==> src/rtl/tt_pkg.sv <==
package tt_pkg;
  localparam int DATA_W = 32;
  localparam int ADDR_W = 5;

  localparam logic [ADDR_W-1:0] OFS_CNT_LO = 5'h00;
  localparam logic [ADDR_W-1:0] OFS_CNT_HI = 5'h04;
  localparam logic [ADDR_W-1:0] OFS_CTRL   = 5'h08;
  localparam logic [ADDR_W-1:0] OFS_STAT   = 5'h0C;
  localparam logic [ADDR_W-1:0] OFS_CMP_LO = 5'h10;
  localparam logic [ADDR_W-1:0] OFS_CMP_HI = 5'h14;
  localparam logic [ADDR_W-1:0] OFS_STEP   = 5'h18;

  localparam int BIT_RUN  = 0;
  localparam int BIT_CMP  = 1;
  localparam int BIT_IEN  = 2;
  localparam int BIT_AUTO = 3;

  typedef struct packed {
    logic auto_inc;
    logic irq_en;
    logic cmp_en;
    logic run;
  } ctrl_t;
endpackage

==> src/rtl/tt_counter.sv <==
module tt_counter #(
  parameter int CNT_W  = 64,
  parameter int DATA_W = 32
) (
  input  logic                     clk,
  input  logic                     rst,
  input  logic                     run,
  input  logic [CNT_W/DATA_W-1:0]  word_we,
  input  logic [DATA_W-1:0]        wdata,
  output logic [CNT_W-1:0]         count
);
  localparam int NWORDS = CNT_W / DATA_W;

  always_ff @(posedge clk) begin
    if (rst) begin
      count <= '0;
    end else if (run) begin
      count <= count + CNT_W'(1);
    end else begin
      for (int w = 0; w < NWORDS; w++) begin
        if (word_we[w]) count[w*DATA_W +: DATA_W] <= wdata;
      end
    end
  end
endmodule

==> src/rtl/tt_compare.sv <==
module tt_compare #(
  parameter int CNT_W  = 64,
  parameter int DATA_W = 32
) (
  input  logic                     clk,
  input  logic                     rst,
  input  logic                     cmp_en,
  input  logic                     auto_inc,
  input  logic [CNT_W/DATA_W-1:0]  word_we,
  input  logic [DATA_W-1:0]        wdata,
  input  logic [DATA_W-1:0]        step,
  input  logic [CNT_W-1:0]         count,
  output logic [CNT_W-1:0]         cmp_val,
  output logic                     match_evt
);
  localparam int NWORDS = CNT_W / DATA_W;

  logic reached;
  logic seen;

  assign reached   = cmp_en && (count >= cmp_val);
  assign match_evt = reached && !seen;

  always_ff @(posedge clk) begin
    if (rst) begin
      seen <= 1'b0;
    end else if (match_evt && auto_inc) begin
      seen <= 1'b0;
    end else begin
      seen <= (seen || match_evt) && reached;
    end
  end

  always_ff @(posedge clk) begin
    if (rst) begin
      cmp_val <= '0;
    end else if (match_evt && auto_inc) begin
      cmp_val <= cmp_val + CNT_W'(step);
    end else if (!cmp_en) begin
      for (int w = 0; w < NWORDS; w++) begin
        if (word_we[w]) cmp_val[w*DATA_W +: DATA_W] <= wdata;
      end
    end
  end
endmodule

==> src/rtl/tt_irq.sv <==
module tt_irq (
  input  logic clk,
  input  logic rst,
  input  logic match_evt,
  input  logic clr,
  input  logic irq_en,
  output logic status,
  output logic irq,
  output logic tick
);
  logic status_n;

  assign status_n = match_evt || (status && !clr);

  always_ff @(posedge clk) begin
    if (rst) begin
      status <= 1'b0;
      irq    <= 1'b0;
      tick   <= 1'b0;
    end else begin
      status <= status_n;
      irq    <= status_n && irq_en;
      tick   <= match_evt && irq_en;
    end
  end
endmodule

==> src/rtl/tick_timer64.sv <==
module tick_timer64 #(
  parameter int CNT_W  = 64,
  parameter int DATA_W = tt_pkg::DATA_W,
  parameter int ADDR_W = tt_pkg::ADDR_W
) (
  input  logic              clk,
  input  logic              rst,
  input  logic              reg_we,
  input  logic [ADDR_W-1:0] reg_addr,
  input  logic [DATA_W-1:0] reg_wdata,
  output logic [DATA_W-1:0] reg_rdata,
  output logic              irq,
  output logic              tick
);
  import tt_pkg::*;

  localparam int NWORDS = CNT_W / DATA_W;
  localparam int CTRL_W = $bits(ctrl_t);

  ctrl_t              ctrl_q;
  logic [DATA_W-1:0]  step_q;
  logic [CNT_W-1:0]   cnt_q;
  logic [CNT_W-1:0]   cmp_q;
  logic [NWORDS-1:0]  cnt_we;
  logic [NWORDS-1:0]  cmp_we;
  logic               evt;
  logic               status_q;
  logic               stat_clr;

  genvar g;
  generate
    for (g = 0; g < NWORDS; g++) begin : g_dec
      assign cnt_we[g] = reg_we && (reg_addr == ADDR_W'(OFS_CNT_LO + 4*g));
      assign cmp_we[g] = reg_we && (reg_addr == ADDR_W'(OFS_CMP_LO + 4*g));
    end
  endgenerate

  assign stat_clr = reg_we && (reg_addr == OFS_STAT) && reg_wdata[0];

  always_ff @(posedge clk) begin
    if (rst) begin
      ctrl_q <= '0;
      step_q <= '0;
    end else if (reg_we) begin
      if (reg_addr == OFS_CTRL) ctrl_q <= ctrl_t'(reg_wdata[CTRL_W-1:0]);
      if (reg_addr == OFS_STEP) step_q <= reg_wdata;
    end
  end

  tt_counter #(.CNT_W(CNT_W), .DATA_W(DATA_W)) u_cnt (
    .clk     (clk),
    .rst     (rst),
    .run     (ctrl_q.run),
    .word_we (cnt_we),
    .wdata   (reg_wdata),
    .count   (cnt_q)
  );

  tt_compare #(.CNT_W(CNT_W), .DATA_W(DATA_W)) u_cmp (
    .clk       (clk),
    .rst       (rst),
    .cmp_en    (ctrl_q.cmp_en),
    .auto_inc  (ctrl_q.auto_inc),
    .word_we   (cmp_we),
    .wdata     (reg_wdata),
    .step      (step_q),
    .count     (cnt_q),
    .cmp_val   (cmp_q),
    .match_evt (evt)
  );

  tt_irq u_irq (
    .clk       (clk),
    .rst       (rst),
    .match_evt (evt),
    .clr       (stat_clr),
    .irq_en    (ctrl_q.irq_en),
    .status    (status_q),
    .irq       (irq),
    .tick      (tick)
  );

  logic [DATA_W-1:0] rd_mux;

  always_comb begin
    rd_mux = '0;
    for (int w = 0; w < NWORDS; w++) begin
      if (reg_addr == ADDR_W'(OFS_CNT_LO + 4*w)) rd_mux = cnt_q[w*DATA_W +: DATA_W];
      if (reg_addr == ADDR_W'(OFS_CMP_LO + 4*w)) rd_mux = cmp_q[w*DATA_W +: DATA_W];
    end
    if (reg_addr == OFS_CTRL) rd_mux = DATA_W'(ctrl_q);
    if (reg_addr == OFS_STAT) rd_mux = DATA_W'(status_q);
    if (reg_addr == OFS_STEP) rd_mux = step_q;
  end

  always_ff @(posedge clk) begin
    if (rst) reg_rdata <= '0;
    else     reg_rdata <= rd_mux;
  end
endmodule

==> config.mk <==
export PLATFORM = sky130hd
export DESIGN_NAME = tick_timer64
export DESIGN_NICKNAME = d
export VERILOG_FILES = /design/src/rtl/tt_pkg.sv /design/src/rtl/tt_counter.sv /design/src/rtl/tt_compare.sv /design/src/rtl/tt_irq.sv /design/src/rtl/tick_timer64.sv
export SDC_FILE = /design/constraint.sdc
export NUM_CORES = 1
export LEC_CHECK = 0
export BUFFER_PORTS_ARGS = -buffer_cell sky130_fd_sc_hd__buf_4
export CAP_MARGIN = 20
export CELL_PAD_IN_SITES_DETAIL_PLACEMENT = 0
export CELL_PAD_IN_SITES_GLOBAL_PLACEMENT = 1
export CORE_ASPECT_RATIO = 0.7
export CORE_UTILIZATION = 47
export CTS_CLUSTER_DIAMETER = 150
export DETAILED_ROUTE_END_ITERATION = 7
export PLACE_DENSITY_LB_ADDON = 0.1
export SYNTH_ARGS = -nofsm -noshare
export SYNTH_HDL_FRONTEND = slang
export SYNTH_SLANG_ARGS = --single-unit
==> constraint.sdc <==
create_clock -name clk -period 3.3 [get_ports clk]
set_input_delay 0.66 -clock clk [delete_from_list [all_inputs] [get_ports clk]]
set_output_delay 0.66 -clock clk [all_outputs]
set_load 0.05 [all_outputs]
==> impl_metrics.tcl, run 1 <==
set metrics [dict create \
    status "completed" \
    dp_slack_ps 52.1 \
    r2r_cells 12 \
    root_buffer "clkbuf_16" \
    die_w_um 210 \
    multi_input_area_mm2 0.00944 \
    layout-drive-gt1-share 0.169 \
    r2r-start "u_cnt.count[0]$_SDFFE_PP0P_" \
    viasPerCell 6.43 \
    rsz0062_at_grt "true" \
    arrival_ps 3570 \
    cts.reportedPaths.clkPinSlew_ps 80 \
    first_global_vias 13700 \
    track_usage 0.372 \
    htree_num_levels 4 \
    finalCriticalPeriod_ps 3200 \
    cap_violations 0 \
    most-common-layout-cells "nand2_1, buf_4, a21oi_1, dfxtp_1, nor2_1" \
    place_congestion 1.02 \
    totalWireLength_mm 57.6 \
    setup_tns_ps 0 \
    syn_nets 1970 \
    cp.depth 12 \
    comb_power_share 0.104 \
    final_common_cell "nand2_1" \
    p_switching_mw 1.49 \
    synth_async_sr_flop_share 0 \
    hold_viol 0 \
    slew-limit-headroom 0.434 \
    critical_path_class "reg2reg" \
    firstDrtPassIters 6 \
    ant_nets 0 \
    max_stage_delay_ps 510 \
    worst-path-buf-inv 3 \
    crit_top_cell "buf_4" \
    ys_ff_latch 200 \
    yosys.area.top_type "dfxtp_1" \
    io_pins 74 \
    clock.fmax_ghz 0.313 \
    cp_cell_sequence "inv_1 -> ha_1 -> nand2b_4 -> a2111oi_4 -> nor4_1 -> or4_4 -> a311oi_4 -> a21oi_4 -> buf_4 -> buf_4 -> mux2i_1 -> o311ai_1" \
    crit_required_ps 3670 \
    cp-startpoint "u_cnt.count[0]$_SDFFE_PP0P_" \
    drt_iter0_drc 1846 \
    synth_ff_type "dfxtp_1" \
    worstHoldPathCells 2 \
    start_util 0.484 \
    syn2layout_area_growth_pct 18.0 \
    slowest_stage "or4_4" \
    synth_edf_count 0 \
    worst_slew_pin_slew_ps 848 \
    worst_slack_ps 102 \
    min_from "step_q[16]$_SDFFE_PP0P_" \
    cp-start-kind "flop" \
    netlist_instances 1832 \
    vdd_drop_max_uv 218 \
    cts_tree "built" \
    grt_max_degree 58 \
    grt_first_pass_wirelength_mm 86.1 \
    powerDensity_mw_per_mm2 309 \
    pwr-share-seq 0.474 \
    clockBufferDepth 2 \
    hp-class "reg2reg" \
    vias 15200 \
    hold_buffers 0 \
    min_period_over_period 0.969 \
    ys_seq_area_frac 0.282 \
    crit_family "compound AO/OA/AOI/OAI gates" \
    clock_skew_ps 13.2 \
    port_buffers 73 \
    syn-cell-area_mm2 0.0142 \
    yosys_warnings 0 \
    p_sw_frac 0.289 \
    intPower_mw 3.68 \
    nets 2117 \
    antenna_found_initial 0 \
    diodes 0 \
    syn_avg_cell_area_um2 7.74 \
    fill_cells 2871 \
    critPathMaxFanout 9 \
    synth_top_area_frac 0.282 \
    wl_per_cell_um 24.3 \
    clk_latency_ps 470 \
    die-area_mm2 0.0309 \
    p_leak_nw 6.44 \
    post-route-drc-count 0 \
    slew_viol_final 0 \
    cts_num_sinks 200 \
    clock_power_share 0.422 \
    place.detailed.hpwl_mm 43.4 \
    num_rows 52 \
    cts_buffers 17 \
    final-setup-viol-count 0 \
    regArea_mm2 0.00401 \
    synth_area_leaders "dfxtp_1, ha_1, a21oi_1, nand2_1, mux2i_1" \
    synth_cell_type_count 79 \
    crit_path_end_kind "flop" \
    grt_overflow 0 \
    die-height_um 147 \
    core-area_mm2 0.0293 \
]
## kinds of logic (layout without fill, tap and decap cells)
logic type	Yosys count	in the layout	synth area share
XOR/XNOR	76	76	0.0470
flip-flops	200	200	0.282
AND/OR/NAND/NOR	662	662	0.229
multiplexers	70	70	0.0514
adder cells (fa/ha/maj)	98	98	0.0870
AO/OA/AOI/OAI	528	528	0.247
buffers and inverters	198	358	0.0560
## worst paths after layout
path                                                        to  slack (ps)
worst max-delay path            u_cmp.cmp_val[62]$_SDFFE_PP0P_         100
worst min-delay path                   step_q[16]$_SDFFE_PP0P_         480
worst max register to register  u_cmp.cmp_val[62]$_SDFFE_PP0P_         100
worst min register to register         step_q[16]$_SDFFE_PP0P_         480
## sequential cells by signal, summed over array words and instances (netlist names)
name / cells
ctrl_q: 4
u_cmp.seen: 1
u_cmp.cmp_val: 64
u_irq.tick: 1
u_irq.irq: 1
u_cnt.count: 64
u_irq.status: 1
step_q: 32
reg_rdata: 32
## cell type report
class / count / share of cell area
multi-input combinational: 1434 / 0.565
tap: 378 / 0.0283
inverter: 82 / 0.0184
timing repair buffer: 244 / 0.115
clock buffer: 20 / 0.0279
sequential: 200 / 0.240
clock inverter: 12 / 0.00643
## synthesized netlist by cell type, drive strengths merged, types with 26 or more instances
library cell / count
nand2: 243
dfxtp: 200
a21oi: 199
nor2: 112
ha: 97
clkbuf: 96
nand3: 92
inv: 82
a211oi: 54
o21ai: 51
nand4: 49
mux2i: 48
xor2: 46
and3: 43
a221oi: 40
a31oi: 36
xnor2: 30
nor3: 26
## tightest hold or removal path, delay by kind of cell, from the launching register on
kind            cells  cell delay, ps
compound gates      1              50
flops               1             330
simple gates        1              60
## per-layer routing
metal | part of all wire | vias to the layer above | track usage
li1 | - | 7089 | -
met1 | 0.45 | 7279 | 0.540
met2 | 0.39 | 783 | 0.495
met3 | 0.13 | 85 | 0.139
met4 | 0.025 | 2 | 0.116
met5 | 0.0022 | - | 0.0298
## power by group through the flow
stage          combinational, mW  clock [mW]  sequential, mW
2_1_floorplan              0.244           0            2.51
3_3_place_gp               0.510           0            2.51
3_5_place_dp               0.511           0            2.51
4_1_cts                    0.516        2.20            2.45
5_1_grt                    0.566        2.29            2.45
6_report                   0.539        2.18            2.45
## timing repair
item | CTS | global route
setup buffers | 0 | 6
setup endpoints to repair | 1 | 35
resized for setup | 1 | 14
hold endpoints to repair | 0 | 0
gates cloned | 0 | 0
pin swaps | 0 | 6
## metrics by stage
| stage | hold WS (ps) | area [µm²] | total power [mW] | std cells | util |
|---|---|---|---|---|---|
| after floorplan | 449 | 14200 | 2.76 | 1832 | - |
| after global placement | 463 | 16000 | 3.02 | 2332 | 0.548 |
| after detailed placement | 470 | 16000 | 3.02 | 2332 | 0.548 |
| after CTS | 482 | 16600 | 5.16 | 2364 | 0.568 |
| after global routing | 489 | 16700 | 5.31 | 2370 | 0.571 |
| final | 483 | 16700 | 5.17 | 2370 | 0.571 |
Power figures use the tool's default switching activity.
==> run 2: changes to the inputs <==
--- a/config.mk
+++ b/config.mk
@@ -14,6 +14,7 @@
 export CTS_CLUSTER_DIAMETER = 150
 export DETAILED_ROUTE_END_ITERATION = 7
 export PLACE_DENSITY_LB_ADDON = 0.1
+export RECOVER_POWER = 100
 export SYNTH_ARGS = -nofsm -noshare
 export SYNTH_HDL_FRONTEND = slang
 export SYNTH_SLANG_ARGS = --single-unit
==> impl_metrics.tcl, run 2 (same netlist as run 1, synthesis figures left out) <==
set metrics [dict create \
    wl_per_cell_um 24.3 \
    port_buffers 73 \
    root_buffer "clkbuf_16" \
    first_global_vias 13700 \
    die-area_mm2 0.0309 \
    rsz0062_at_grt "true" \
    cts.reportedPaths.clkPinSlew_ps 80 \
    place.detailed.hpwl_mm 43.4 \
    finalCriticalPeriod_ps 3180 \
    final-setup-viol-count 0 \
    track_usage 0.372 \
    top_regs "u_cmp.cmp_val (64), u_cnt.count (64)" \
    most-common-layout-cells "nand2_1, buf_4, a21oi_1, dfxtp_1, nor2_1" \
    min_period_over_period 0.963 \
    vdd_drop_max_uv 219 \
    cp_cell_sequence "inv_1 -> ha_1 -> nand2b_4 -> a2111oi_4 -> nor4_1 -> or4_4 -> a311oi_4 -> a21oi_4 -> buf_4 -> buf_4 -> mux2i_1 -> o311ai_1" \
    powerDensity_mw_per_mm2 311 \
    clock_skew_ps 13.9 \
    post-route-drc-count 0 \
    place_congestion 1.02 \
    worst_slew_pin_slew_ps 845 \
    hp-class "reg2reg" \
    nets 2117 \
    regArea_mm2 0.00401 \
    antenna_found_initial 0 \
    clk_latency_ps 470 \
    slew-limit-headroom 0.436 \
    hold_viol 0 \
    max_stage_delay_ps 510 \
    clockBufferDepth 2 \
    arrival_ps 3560 \
    firstDrtPassIters 7 \
    die_w_um 210 \
    die-height_um 147 \
    clock.fmax_ghz 0.315 \
    grt_first_pass_wirelength_mm 86.1 \
    slew_viol_final 0 \
    layout-drive-gt1-share 0.152 \
    p_leak_nw 6.30 \
    critPathMaxFanout 9 \
    slowest_stage "or4_4" \
    cp-start-kind "flop" \
    crit_top_cell "buf_4" \
    ant_nets 0 \
    cts_num_sinks 200 \
    critical_path_class "reg2reg" \
    viasPerCell 6.41 \
    grt_max_degree 58 \
    final_common_cell "nand2_1" \
    cap_violations 0 \
    vias 15200 \
    core-area_mm2 0.0293 \
    num_rows 52 \
    crit_required_ps 3680 \
    grt_overflow 0 \
    power_mw 5.17 \
    multi_input_area_mm2 0.00944 \
    drt_iter0_drc 1832 \
    status "completed" \
    htree_num_levels 4 \
    fill_cells 2909 \
    start_util 0.484 \
    syn2layout_area_growth_pct 17.1 \
    crit_path_end_kind "flop" \
    setup_tns_ps 0 \
    cts_tree "built" \
    totalWireLength_mm 57.7 \
    io_pins 74 \
    diodes 0 \
    cts_buffers 17 \
]
run 2: repair_timing:
item	in CTS	in global routing
setup endpoints to repair	1	35
pin swaps	0	6
buffers inserted	0	6
cloned	0	0
hold buffers	0	0
resized for setup	1	14
run 2: layer usage:
metal  track usage  vias to the layer above  part of all wire
met2         0.495                      779              0.39
met3         0.139                       92              0.13
met4         0.116                        2             0.025
li1              -                     7090                 -
met5        0.0298                        -            0.0022
met1         0.540                     7230              0.45
run 2: power breakdown:
group	switching [mW]	total, mW	leakage, nW	internal (mW)
registers	0.0214	2.45	1.61	2.43
logic	0.344	0.537	4.41	0.193
clock network	1.13	2.18	0.277	1.06
total	1.49	5.17	6.30	3.68
run 2: stage by stage:
step	utilization	worst slack (ps)	cell area, µm²	instances	hold slack [ps]
5_1_grt	0.567	-17.4	16600	2370	489
6_report	0.567	122	16600	2370	486
2_1_floorplan	-	366	14200	1832	449
3_5_place_dp	0.548	52.1	16000	2332	470
3_3_place_gp	0.548	61.4	16000	2332	463
4_1_cts	0.568	23.5	16600	2364	482
run 2: worst max-delay path: cells and delay by family (launching register included):
kind	cells	cell delay, ps
AOI/OAI and AO/OA	4	1210
adders and majority gates	1	280
buffers and inverters	3	380
DFF	1	330
muxes	1	130
and+or+nand+nor	3	760
run 2: final cells by class:
cell class	count	share of cell area
multi-input cells	1434	0.569
flip-flops and latches	200	0.242
repair buffers	244	0.108
well taps	378	0.0285
clock buffers	20	0.0281
inverters	82	0.0185
clock inverters	12	0.00648
run 2: final timing paths:
kind	start	endpoint	slack, ps	cells after the start
setup / recovery	u_cnt.count[0]$_SDFFE_PP0P_	u_cmp.cmp_val[62]$_SDFFE_PP0P_	120	12
setup reg to reg	u_cnt.count[0]$_SDFFE_PP0P_	u_cmp.cmp_val[62]$_SDFFE_PP0P_	120	12
hold reg to reg	step_q[5]$_SDFFE_PP0P_	step_q[5]$_SDFFE_PP0P_	490	2
hold / removal	step_q[5]$_SDFFE_PP0P_	step_q[5]$_SDFFE_PP0P_	490	2
